[src/rtl/irqc_pkg.sv]
package irqc_pkg;
  typedef enum logic [0:0] {
    SEL_STATUS = 1'b0,
    SEL_MASK   = 1'b1
  } reg_sel_e;

  typedef enum logic [0:0] {
    MODE_EDGE  = 1'b0,
    MODE_LEVEL = 1'b1
  } trig_mode_e;
endpackage

[src/rtl/irqc_rst_sync.sv]
module irqc_rst_sync #(
  parameter int STAGES = 2
) (
  input  logic clk,
  input  logic rst_n,
  output logic rst_sync_n
);
  logic [STAGES-1:0] chain_q;
  logic [STAGES-1:0] chain_d;

  always_comb begin
    chain_d = {chain_q[STAGES-2:0], 1'b1};
  end

  always_ff @(posedge clk or negedge rst_n) begin
    if (!rst_n) chain_q <= '0;
    else        chain_q <= chain_d;
  end

  assign rst_sync_n = chain_q[STAGES-1];
endmodule

[src/rtl/irqc_req_detect.sv]
module irqc_req_detect
  import irqc_pkg::*;
#(
  parameter int NLINES = 32
) (
  input  logic              clk,
  input  logic              rst_n,
  input  logic              level_mode,
  input  logic [NLINES-1:0] irq_line,
  output trig_mode_e        mode_q,
  output logic [NLINES-1:0] line_q,
  output logic [NLINES-1:0] set_req
);
  trig_mode_e        mode_d;
  logic [NLINES-1:0] line_d;
  logic [NLINES-1:0] rise;

  always_comb begin
    mode_d = level_mode ? MODE_LEVEL : MODE_EDGE;
    line_d = irq_line;
    rise   = irq_line & ~line_q;
  end

  always_ff @(posedge clk or negedge rst_n) begin
    if (!rst_n) begin
      mode_q <= MODE_EDGE;
      line_q <= '0;
    end else begin
      mode_q <= mode_d;
      line_q <= line_d;
    end
  end

  always_comb begin
    if (mode_q == MODE_LEVEL) set_req = irq_line;
    else                      set_req = rise;
  end
endmodule

[src/rtl/irqc_status.sv]
module irqc_status
  import irqc_pkg::*;
#(
  parameter int NLINES = 32
) (
  input  logic              clk,
  input  logic              rst_n,
  input  trig_mode_e        mode_q,
  input  logic [NLINES-1:0] irq_line,
  input  logic [NLINES-1:0] set_req,
  input  logic              wr_en,
  input  logic [NLINES-1:0] wr_data,
  output logic [NLINES-1:0] st_q
);
  logic              sw_clear_en;
  logic              hw_drop_en;
  logic [NLINES-1:0] st_d;

  always_comb begin
    sw_clear_en = wr_en && (mode_q == MODE_EDGE);
    hw_drop_en  = (mode_q == MODE_LEVEL);
  end

  for (genvar i = 0; i < NLINES; i++) begin : g_bit
    logic clr_bit;
    logic drop_bit;
    always_comb begin
      clr_bit  = sw_clear_en & ~wr_data[i];
      drop_bit = hw_drop_en & ~irq_line[i];
      st_d[i]  = (st_q[i] & ~clr_bit & ~drop_bit) | set_req[i];
    end
  end

  always_ff @(posedge clk or negedge rst_n) begin
    if (!rst_n) st_q <= '0;
    else        st_q <= st_d;
  end
endmodule

[src/rtl/irqc_gate.sv]
module irqc_gate #(
  parameter int NLINES    = 32,
  parameter int NMI_LINES = 2
) (
  input  logic              clk,
  input  logic              rst_n,
  input  logic              mask_we,
  input  logic [NLINES-1:0] mask_wdata,
  input  logic [NLINES-1:0] st_q,
  output logic [NLINES-1:0] msk_q,
  output logic              cpu_irq
);
  logic [NLINES-1:0] bypass;
  logic [NLINES-1:0] msk_d;
  logic [NLINES-1:0] live;
  logic              irq_d;

  for (genvar i = 0; i < NLINES; i++) begin : g_byp
    assign bypass[i] = (i < NMI_LINES);
  end

  always_comb begin
    msk_d = mask_we ? mask_wdata : msk_q;
    live  = st_q & (msk_q | bypass);
    irq_d = |live;
  end

  always_ff @(posedge clk or negedge rst_n) begin
    if (!rst_n) begin
      msk_q   <= '0;
      cpu_irq <= 1'b0;
    end else begin
      msk_q   <= msk_d;
      cpu_irq <= irq_d;
    end
  end
endmodule

[src/rtl/irqc_top.sv]
module irqc_top
  import irqc_pkg::*;
#(
  parameter int NLINES     = 32,
  parameter int NMI_LINES  = 2,
  parameter int RST_STAGES = 2
) (
  input  logic              clk,
  input  logic              rst_n,
  input  logic              level_mode,
  input  logic [NLINES-1:0] irq_line,
  input  logic              reg_addr,
  input  logic              reg_we,
  input  logic [NLINES-1:0] reg_wdata,
  output logic [NLINES-1:0] reg_rdata,
  output logic              cpu_irq
);
  logic              rst_sync_n;
  trig_mode_e        mode_q;
  logic [NLINES-1:0] line_q;
  logic [NLINES-1:0] set_req;
  logic [NLINES-1:0] st_q;
  logic [NLINES-1:0] msk_q;
  reg_sel_e          sel;
  logic              st_we;
  logic              mask_we;

  always_comb begin
    sel     = reg_sel_e'(reg_addr);
    st_we   = reg_we && (sel == SEL_STATUS);
    mask_we = reg_we && (sel == SEL_MASK);
    reg_rdata = (sel == SEL_MASK) ? msk_q : st_q;
  end

  irqc_rst_sync #(.STAGES(RST_STAGES)) u_rst (
    .clk        (clk),
    .rst_n      (rst_n),
    .rst_sync_n (rst_sync_n)
  );

  irqc_req_detect #(.NLINES(NLINES)) u_det (
    .clk        (clk),
    .rst_n      (rst_sync_n),
    .level_mode (level_mode),
    .irq_line   (irq_line),
    .mode_q     (mode_q),
    .line_q     (line_q),
    .set_req    (set_req)
  );

  irqc_status #(.NLINES(NLINES)) u_st (
    .clk      (clk),
    .rst_n    (rst_sync_n),
    .mode_q   (mode_q),
    .irq_line (irq_line),
    .set_req  (set_req),
    .wr_en    (st_we),
    .wr_data  (reg_wdata),
    .st_q     (st_q)
  );

  irqc_gate #(.NLINES(NLINES), .NMI_LINES(NMI_LINES)) u_gate (
    .clk        (clk),
    .rst_n      (rst_sync_n),
    .mask_we    (mask_we),
    .mask_wdata (reg_wdata),
    .st_q       (st_q),
    .msk_q      (msk_q),
    .cpu_irq    (cpu_irq)
  );
endmodule

[config.mk]
export PLATFORM = sky130hd
export DESIGN_NAME = irqc_top
export DESIGN_NICKNAME = d
export VERILOG_FILES = /design/src/rtl/irqc_pkg.sv /design/src/rtl/irqc_rst_sync.sv /design/src/rtl/irqc_req_detect.sv /design/src/rtl/irqc_status.sv /design/src/rtl/irqc_gate.sv /design/src/rtl/irqc_top.sv
export SDC_FILE = /design/constraint.sdc
export NUM_CORES = 1
export LEC_CHECK = 0
export ABC_AREA = 1
export BUFFER_PORTS_ARGS = -buffer_cell sky130_fd_sc_hd__buf_2
export CAP_MARGIN = 20
export CELL_PAD_IN_SITES_DETAIL_PLACEMENT = 0
export CELL_PAD_IN_SITES_GLOBAL_PLACEMENT = 1
export CORE_AREA = 2 2 123 95
export DETAILED_ROUTE_END_ITERATION = 10
export DIE_AREA = 0 0 125 97
export GPL_TIMING_DRIVEN = 0
export PLACE_DENSITY_LB_ADDON = 0.1
export RECOVER_POWER = 50
export REMOVE_ABC_BUFFERS = 1
export SYNTH_ARGS = -nofsm -noshare
export SYNTH_HDL_FRONTEND = slang
export SYNTH_SLANG_ARGS = --single-unit
export TNS_END_PERCENT = 50
[constraint.sdc]
create_clock -name clk -period 3.6 [get_ports clk]
set_input_delay 0.18 -clock clk [delete_from_list [all_inputs] [get_ports clk]]
set_output_delay 0.18 -clock clk [all_outputs]
set_load 0.02 [all_outputs]
After elaboration in Yosys (flattened, before gate mapping)
Cells that the tools add are included.
- word-level logic and storage cells: 306
- input port bits: 69
- output and inout port bits: 33
- register bits after elaboration: 100
- reduce and logical (&&, ||, !) cells: 4
- bitwise logic cells: 293
- multiplexer cells: 3
- operators with widths (cell ; count):
    1-bit inverter ; 130
    1-bit AND ; 128
    32-bit AND ; 2
    32-bit 2-to-1 mux ; 2
    32-bit inverter ; 1
    1-bit OR ; 32
    32-bit OR reduction ; 1
    1-bit logical AND ; 3
    1-bit 2-to-1 mux ; 1

Longest topological paths before layout
Gate-level depths: netlist (run 1).
- depth in word-level cells: 8
- mapped depth: 7
- gate-level depth less buffers: 6

Cells and area by module
A second synthesis (run 1) with hierarchy kept.
- cell total of the unflattened synthesis: 640
- area, all modules: 5287.6 um^2
- by module, submodules not included (module ; cells an instance ; area each (um^2) ; instances ; seq. area each (um^2)):
    irqc_status ; 297 ; 1885.6 ; 1 ; 800.8
    irqc_gate ; 131 ; 1602.8 ; 1 ; 825.8
    irqc_req_detect ; 101 ; 1256.2 ; 1 ; 825.8
    irqc_top ; 108 ; 489.2 ; 1 ; 0.0
    irqc_rst_sync ; 3 ; 53.8 ; 1 ; 50.0

Worst setup path after synthesis (run 1)
Ideal clock, no wire load.
- path kind: in2out
- start point: input reg_addr
- end point: output reg_rdata[0]
- path slack: 2.542 ns
- required time: 3.420 ns
- cell stages on the path: 3
- data arrival time: 0.878 ns
- buffers on the path: 2
- path through: buf_4 buf_4 mux2_2
- word-level cells in the longest chain between the ends: 1
- ends and longest elaborated chain (what ; RTL line ; source):
    start, declared ; irqc_top.sv:12 ; input logic reg_addr,
    32-bit 2-to-1 mux ; irqc_top.sv:32 ; reg_rdata = (sel == SEL_MASK) ? msk_q : st_q;
    end, declared ; irqc_top.sv:15 ; output logic [NLINES-1:0] reg_rdata,
Every way passes these cells.

==> metrics.md, run 1 <==
| Metric | Value |
|---|---|
| Status | `finished, violations left` |
| Violated checks | `max-capacitance violations, max-slew violations` |
| Final Hold Vio Count | `0` |
| Worst hold path class | `in -> reg` |
| Maximum vdd drop | `between 200 and 250 uV` |
| Clock power share | `36.2%` |
| Layout cells sized above 1 | `20.9%` |
| Synth Flop Type | `dfrtp_1` |
| Setup WS post-layout | `1.61 ns` |
| Ant. Diodes | `0` |
| Post-Synth Adder-Cell Area | `0%` |
| Comb pwr share | `roughly 16%` |
| Synthesized area | `approximately 4300 sq um` |
| Final #Nets | `about 670` |
| First-pass GRT wire length | `approximately 17,000 um` |
| Synth warn | `0` |
| Dpl cells | `~700` |
| Pre-antenna DRT Iters | `4` |
| Internal | `1.99 mW` |
| Top cells by area, synth | `dfrtp_1, nand2_1, mux2_2` |
| Power Total | `2.72 mW` |
| # port buffers | `approximately 100` |
| Worst-Skew Late Latency | `0.34 ns` |
| RSZ-0062 raised after global routing | `false` |
| Clock sink count | `100` |
| Synth Area in Compound Gates | `between 3 and 4%` |
| Crit path arrival time | `2.05 ns` |
| Fin cells | `749` |
| Area growth syn-to-layout | `29.2%` |
| Post-synth top area share | `58.5%` |
| Gr ovfl total | `0` |
| # rows | `33` |
| Initial core utilization | `39.6%` |
| CTS buffer count | `9` |
| Share of flip-flops with an asynchronous set or reset | `between 90% and 100%` |
| Wirelength per Cell | `13.0 um` |
| Chip Height | `roughly 97 um` |
| Xor and xnor fraction of the mapped netlist area | `0%` |
| Clk root buf | `clkbuf_16` |
| Worst-margin pin slew | `slightly below 2 ns` |
| Setup crit end kind | `async pin` |
| Die ar. | `around 12,000 sq um` |
| Io pins | `102` |
| Final Max Tran Viols | `47` |
| Via count | `3,365` |
| Worst Path Required | `3.66 ns` |
| Sw frac | `26.7%` |
| Slew Limit Headroom | `-32.1%` |
| Maximum clock rate | `0.503 GHz` |
| Synth cell types | `13` |
| GRT Resource Usage Total | `between 15 and 20%` |
| Mux contribution to synthesized area | `8.42%` |
| Hold Slack | `between 0.1 and 0.15 ns` |
| Initial antenna violation count | `0` |
| CTS max path bufs | `2` |
| Vias per cell | `4.49` |
| Vias in the first global route | `3,573` |
| Width of the die | `about 130 um` |
| Worst-path clk slew | `around 0.070 ns` |
| Simple-gate share of the synthesized area | `23.6%` |
| Total wire length | `9730 um` |
| Cell taking the most area after synthesis | `dfrtp_1` |
| Most frequent cell after synthesis | `nand2_1` |
| Core ar. | `around 11,000 sq um` |
| Leakage | `2.80 nW` |
| Fin area | `5530 sq um` |
| Dpl hpwl | `6140 um` |
| Pwr Density | `491 nW/um^2` |
| Synth Instances | `475` |
| Shortest period the worst path allows | `1.99 ns` |
| Placer Congestion | `0.699` |
| Maxcap violations | `1` |
| Post-place setup slack | `roughly 1.2 ns` |
| Setup CP Type | `reg -> async` |
| Sequential fraction of the synthesis area | `58.5%` |
| Final Cycle Share | `a little under three fifths` |
| Post-synth EDFFs | `0` |
| CTS tree | `yes` |
| Psw | `0.725 mW` |
| Max Fanout on Critical Path | `47` |
| Sequential power share | `between 40% and 50%` |
| Commonest cells in the netlist | `nand2_1, dfrtp_1, inv_1` |
| DRT antenna net count | `0` |
| Largest family of logic cells by synthesized area | `simple AND/OR/NAND/NOR gates` |
| Area after DPL | `4900 sq um` |
| Largest net degree at the start of global routing | `65` |
| Setup Viol. Count Final | `0` |
| DRC viols | `0` |
| Startpoint Class | `flip-flop` |
| Synth Area per Inst | `9.01 sq um` |
| H-tree lvl count | `3` |
| Clk_skew | `0.00602 ns` |
| Post-CTS Setup Inserts | `0` |
| Synth Register Bits | `100` |
| 1st-iter DRT viols | `106` |
through the flow:
stage	setup TNS (ns)	utilization, %
after floorplan	0	-
after global placement	-74.81	44.8
after detailed placement	0	45.3
after CTS	0	51.2
after global routing	0	51.1
final	0	51.1
timing repair:
action                                 CTS  global route
hold buffers                            34             0
resized for setup                        0             0
endpoints found under the hold margin   35             0
setup endpoints to repair                0             0
path summary, 6_finish.rpt:
path,from,endpoint,slack [ns],cells after the start
setup / recovery,u_rst.chain_q[1]$_DFF_PN0_,u_gate.msk_q[18]$_DFFE_PN0P_,1.61,0
hold / removal,reg_wdata[9],u_gate.msk_q[9]$_DFFE_PN0P_,0.11,3
setup reg to reg,u_rst.chain_q[1]$_DFF_PN0_,u_gate.msk_q[18]$_DFFE_PN0P_,1.61,0
hold reg to reg,u_rst.chain_q[0]$_DFF_PN0_,u_rst.chain_q[1]$_DFF_PN0_,0.35,0
max in group clk,u_det.mode_q$_DFF_PN0_,u_st.st_q[20]$_DFF_PN0_,1.71,6
min in group asynchronous,rst_n,u_rst.chain_q[0]$_DFF_PN0_,0.16,2
cells by family (layout without fill, tap and decap cells):
group | after synthesis | after routing
AND/OR/NAND/NOR | 256 | 256
flip-flops | 100 | 100
buffers and inverters | 54 | 188
AO/OA/AOI/OAI | 32 | 32
multiplexers | 32 | 32
other | 1 | 1
area by class of cell:
class | instances | area (sq um)
fillers | 1027 | 5290
clock inverters | 3 | 45.0
inverters | 34 | 128
repair buffers | 138 | 881
clock buffers | 13 | 260
multi-input cells | 321 | 1540
well taps | 140 | 175
flip-flops and latches | 100 | 2500
registers in the layout, indices dropped and copies added (netlist names):
| signal | flops |
|---|---|
| u_gate.msk_q | 32 |
| u_det.line_q | 32 |
| u_st.st_q | 32 |
| u_rst.chain_q | 2 |
| u_det.mode_q | 1 |
| u_gate.cpu_irq | 1 |
layout by cell type, fill, tap and decap left out:
master / instances
clkbuf_1: 28
buf_2: 73
inv_1: 33
nand2_2: 1
bufinv_16: 1
clkbuf_16: 9
dfrtp_1: 100
nand3_1: 32
inv_2: 1
dlygate4sd3_1: 34
nor2_4: 1
buf_12: 2
clkbuf_2: 2
nor2_1: 11
o21ai_0: 32
clkbuf_8: 2
clkinvlp_4: 2
buf_16: 1
mux2_2: 32
nand2_1: 211
conb_1: 1
power by group through the flow:
stage	sequential, mW	combinational [mW]	clock [mW]
global placement	1.32	0.393	0
CTS	1.30	0.445	1.02
global route	1.31	0.496	1.06
detailed placement	1.32	0.414	0
floorplan	1.30	0.257	0
finish	1.30	0.436	0.984
metal layers:
metal	vias up	routed length, um	track usage [%]
met2	78	4230	28.1
met5	-	0	0
met4	0	114	4.96
li1	1750	-	-
met3	10	534	4.87
met1	1527	4850	23.2
Note: power is estimated with default switching activity, not from simulation.
==> run 2: changes to the inputs <==
--- a/config.mk
+++ b/config.mk
@@ -5,14 +5,14 @@
 export SDC_FILE = /design/constraint.sdc
 export NUM_CORES = 1
 export LEC_CHECK = 0
-export ABC_AREA = 1
+export ABC_AREA = 0
 export BUFFER_PORTS_ARGS = -buffer_cell sky130_fd_sc_hd__buf_2
 export CAP_MARGIN = 20
 export CELL_PAD_IN_SITES_DETAIL_PLACEMENT = 0
 export CELL_PAD_IN_SITES_GLOBAL_PLACEMENT = 1
-export CORE_AREA = 2 2 123 95
+export CORE_AREA = 2 2 119 92
 export DETAILED_ROUTE_END_ITERATION = 10
-export DIE_AREA = 0 0 125 97
+export DIE_AREA = 0 0 121 94
 export GPL_TIMING_DRIVEN = 0
 export PLACE_DENSITY_LB_ADDON = 0.1
 export RECOVER_POWER = 50
==> constraint.sdc (replaced) <==
create_clock -name clk -period 1.9 [get_ports clk]
set_input_delay 0.095 -clock clk [delete_from_list [all_inputs] [get_ports clk]]
set_output_delay 0.095 -clock clk [all_outputs]
set_load 0.02 [all_outputs]
==> run 2 against run 1 <==
  * The run now ends clean
  * Via count decreased by 8.3%
  * First-iteration DRC count grew 9.4%
  * Cell count decreased by 12%
  * Clock-buffer cell count down 1
  * Synthesized area down 1.2%
  * Clock skew about the same
  * Critical path type is now reg -> reg
  * Critical endpoint is now u_st.st_q[28]$_DFF_PN0_
  * Largest power group unchanged
==> metrics.md, run 2 <==
| Metric | Value |
|---|---|
| Maxcap violations | `0 (-1)` |
| Clock sink count | `100 (unchanged)` |
| Worst hold path class | `in -> reg` |
| Post-place setup slack | `-0.287 ns (-1.46 ns)` |
| Top sig layer | `met4` |
| Synth warn | `0 (unchanged)` |
| CP top delay family | `simple AND/OR/NAND/NOR gates` |
| CTS tree | `yes` |
| DRC viols | `0 (unchanged)` |
| Clk_skew | `0.00644 ns (+0.000425 ns)` |
| Sequential fraction of the synthesis area | `59.2% (+0.69 points)` |
| Core ar. | `10,100 sq um (-6.4%)` |
| Setup CP Type | `reg -> reg` |
| Pwr Density | `898 nW/um^2 (+83%)` |
| Final Cycle Share | `93.2% (+38 points)` |
| Critical path startpoint | `u_det.mode_q$_DFF_PN0_` |
| Gr ovfl total | `0 (unchanged)` |
| H-tree lvl count | `3 (unchanged)` |
| Setup WS post-layout | `0.130 ns (-1.48 ns)` |
| Final Hold Vio Count | `0 (unchanged)` |
| Wire length on met3 | `542 um (+1.5%)` |
| Pre-antenna DRT Iters | `4 (unchanged)` |
| Min-delay src | `reg_wdata[28]` |
| Post-synth EDFFs | `0 (unchanged)` |
| Shortest period the worst path allows | `1.77 ns (-0.219 ns)` |
| Maximum vdd drop | `609 uV (+190%)` |
| Wirelength per Cell | `15.2 um (+17%)` |
| Placer Congestion | `0.710 (+1.6%)` |
| Synth Register Bits | `100 (unchanged)` |
| CTS buffer count | `9 (unchanged)` |
| Max Fanout on Critical Path | `40 (-15%)` |
| Share of flip-flops with an asynchronous set or reset | `100% (unchanged)` |
| Crit path arrival time | `1.99 ns (-0.06 ns)` |
| Die ar. | `11,400 sq um (-6.2%)` |
| Synth Flop Type | `dfrtp_1` |
| Initial core utilization | `41.7% (+2.2 points)` |
| Via count | `3,086 (-8.3%)` |
| Width of the die | `121 um (-3.2%)` |
| Status | `finished clean` |
| Synthesized area | `4230 sq um (-1.2%)` |
| Synth Instances | `364 (-23%)` |
| Startpoint Class | `flip-flop` |
| Layout cells sized above 1 | `32.3% (+11 points)` |
| Most frequent cells in the layout | `dfrtp_1, buf_2, mux2_2` |
| Fin cells | `660 (-12%)` |
| Critical Path Stages | `4 (+4)` |
| DRT antenna net count | `0 (unchanged)` |
| Worst-margin pin slew | `0.915 ns (-1.07 ns)` |
| Top Registers | `u_det.line_q x32, u_gate.msk_q x32, u_st.st_q x32` |
| Final #Nets | `588 (-13%)` |
| Worst-Skew Late Latency | `0.34 ns (about the same)` |
| Total wire length | `10,000 um (+3.2%)` |
| Top cells by area, synth | `dfrtp_1, mux2_2, o21ai_0` |
| Slowest CP cell | `dfrtp_4` |
| Crit path to | `u_st.st_q[28]$_DFF_PN0_` |
| Reg2Reg Depth | `4 (+4)` |
| Worst Path Required | `2.12 ns (-1.54 ns)` |
| Area growth syn-to-layout | `35.3%` |
| CP Buf/Inv Count | `1` |
| Chip Height | `94 um (-3.1%)` |
| Synth Area per Inst | `11.6 sq um (+29%)` |
| Initial antenna violation count | `0 (unchanged)` |
| Clk root buf | `clkbuf_16` |
| # port buffers | `101 (unchanged)` |
| GRT Resource Usage Total | `18.5% (+1.1 points)` |
| Setup crit end kind | `flip-flop` |
| Detailed-routing wirelength on met1 | `4930 um (+1.8%)` |
| Io pins | `102 (unchanged)` |
| Slew Limit Headroom | `39.0% (+71 points)` |
| 1st-iter DRT viols | `116 (+9.4%)` |
| Synth cell types | `19 (+6)` |
| Max incr delay on CP | `just under 0.6 ns` |
| Leakage | `2.64 nW (-5.7%)` |
| RSZ-0062 raised after global routing | `false` |
| Vias per cell | `4.68 (+4.1%)` |
| Crit-path cells | `buf_12 > or3b_4 > o21ai_0 > nand2_1` |
| Dpl hpwl | `6050 um (-1.6%)` |
| Cell taking the most area after synthesis | `dfrtp_1` |
| Dpl cells | `586 (-16%)` |
| Final Max Tran Viols | `0 (-100%)` |
| R2r endpoint | `u_st.st_q[28]$_DFF_PN0_` |
| R2r startpoint | `u_det.mode_q$_DFF_PN0_` |
| # rows | `32 (-3.0%)` |
| Met2 WL | `4440 um (+5.0%)` |
| Post-synth top area share | `59.2% (+0.69 points)` |
| Vias in the first global route | `3,184 (-11%)` |
| Commonest cells in the netlist | `dfrtp_1, mux2_2, o21ai_0` |
| Largest net degree at the start of global routing | `59 (-9.2%)` |
| Commonest non-fill, non-tap cell in the layout | `dfrtp_1` |
| Power Total | `5.14 mW (+89%)` |
| Ant. Diodes | `0 (unchanged)` |
| Worst-path clk slew | `0.07 ns (about the same)` |
| CTS max path bufs | `2 (unchanged)` |
| Maximum clock rate | `0.565 GHz (+12%)` |
| FF-to-FF setup slack | `0.13 ns (-1.48 ns)` |
| Setup Viol. Count Final | `0 (unchanged)` |
| Most frequent cell after synthesis | `dfrtp_1` |
| First-pass GRT wire length | `16,000 um (-5.7%)` |
[run 2: worst min path at each step]
| stage | end | cells past startpoint |
|---|---|---|
| finish | u_gate.msk_q[28]$_DFFE_PN0P_ | 2 |
| global route | u_gate.msk_q[10]$_DFFE_PN0P_ | 2 |
| CTS | u_gate.msk_q[30]$_DFFE_PN0P_ | 2 |
| detailed placement | u_rst.chain_q[0]$_DFF_PN0_ | 1 |
| global placement | u_rst.chain_q[1]$_DFF_PN0_ | 1 |
| floorplan | u_rst.chain_q[0]$_DFF_PN0_ | 0 |
[run 2: per-layer routing]
metal  up-vias  global-route usage, %
met3         9                   5.58
li1       1540                      -
met1      1465                   25.5
met2        72                   28.8
met4         0                   4.65
met5         -                      0
[run 2: what timing repair did]
| item | CTS | global route |
|---|---|---|
| hold buffers | 54 | 2 |
| resized for setup | 3 | 2 |
| buffers inserted | 0 | 1 |
| endpoints found under the setup margin | 28 | 64 |
| hold endpoints to repair | 72 | 2 |
| pin swaps | 0 | 1 |
| gates cloned | 0 | 1 |
[run 2: cell type report]
class / instances / area, sq um
repair buffers: 160 / 1080
clock inverters: 4 / 22.5
multi-input cells: 216 / 1550
clock buffers: 12 / 267
well taps: 136 / 170
flip-flops and latches: 100 / 2510
inverters: 32 / 120
fillers: 931 / 4410
[run 2: stage by stage]
| stage | instance area [sq um] | hold WS (ns) | TNS [ns] | util [%] |
|---|---|---|---|---|
| 6_report | 5720 | 0.00331 | 0 | 56.5 |
| 5_1_grt | 5720 | 0.00129 | 0 | 56.5 |
| 4_1_cts | 5720 | 0.000188 | -0.105 | 56.5 |
| 3_5_place_dp | 4890 | -0.117 | -8.94 | 48.2 |
| 3_3_place_gp | 4830 | -0.120 | -291.81 | 47.7 |
| 2_1_floorplan | 4160 | -0.201 | -107.00 | - |
[run 2: logic make-up after synthesis]
group | synth area share, %
multiplexers | 17.0
buffers and inverters | 4.56
AO/OA/AOI/OAI | 10.5
flip-flops | 59.2
AND/OR/NAND/NOR | 8.64
other | 0.0887
[run 2: report_power, final]
part / total (mW) / switching, mW / leakage [nW] / internal [mW]
sequential: 2.48 / 0.150 / 1.16 / 2.33
combinational: 0.896 / 0.437 / 1.33 / 0.459
clock: 1.76 / 0.771 / 0.144 / 0.989
total: 5.14 / 1.36 / 2.64 / 3.78
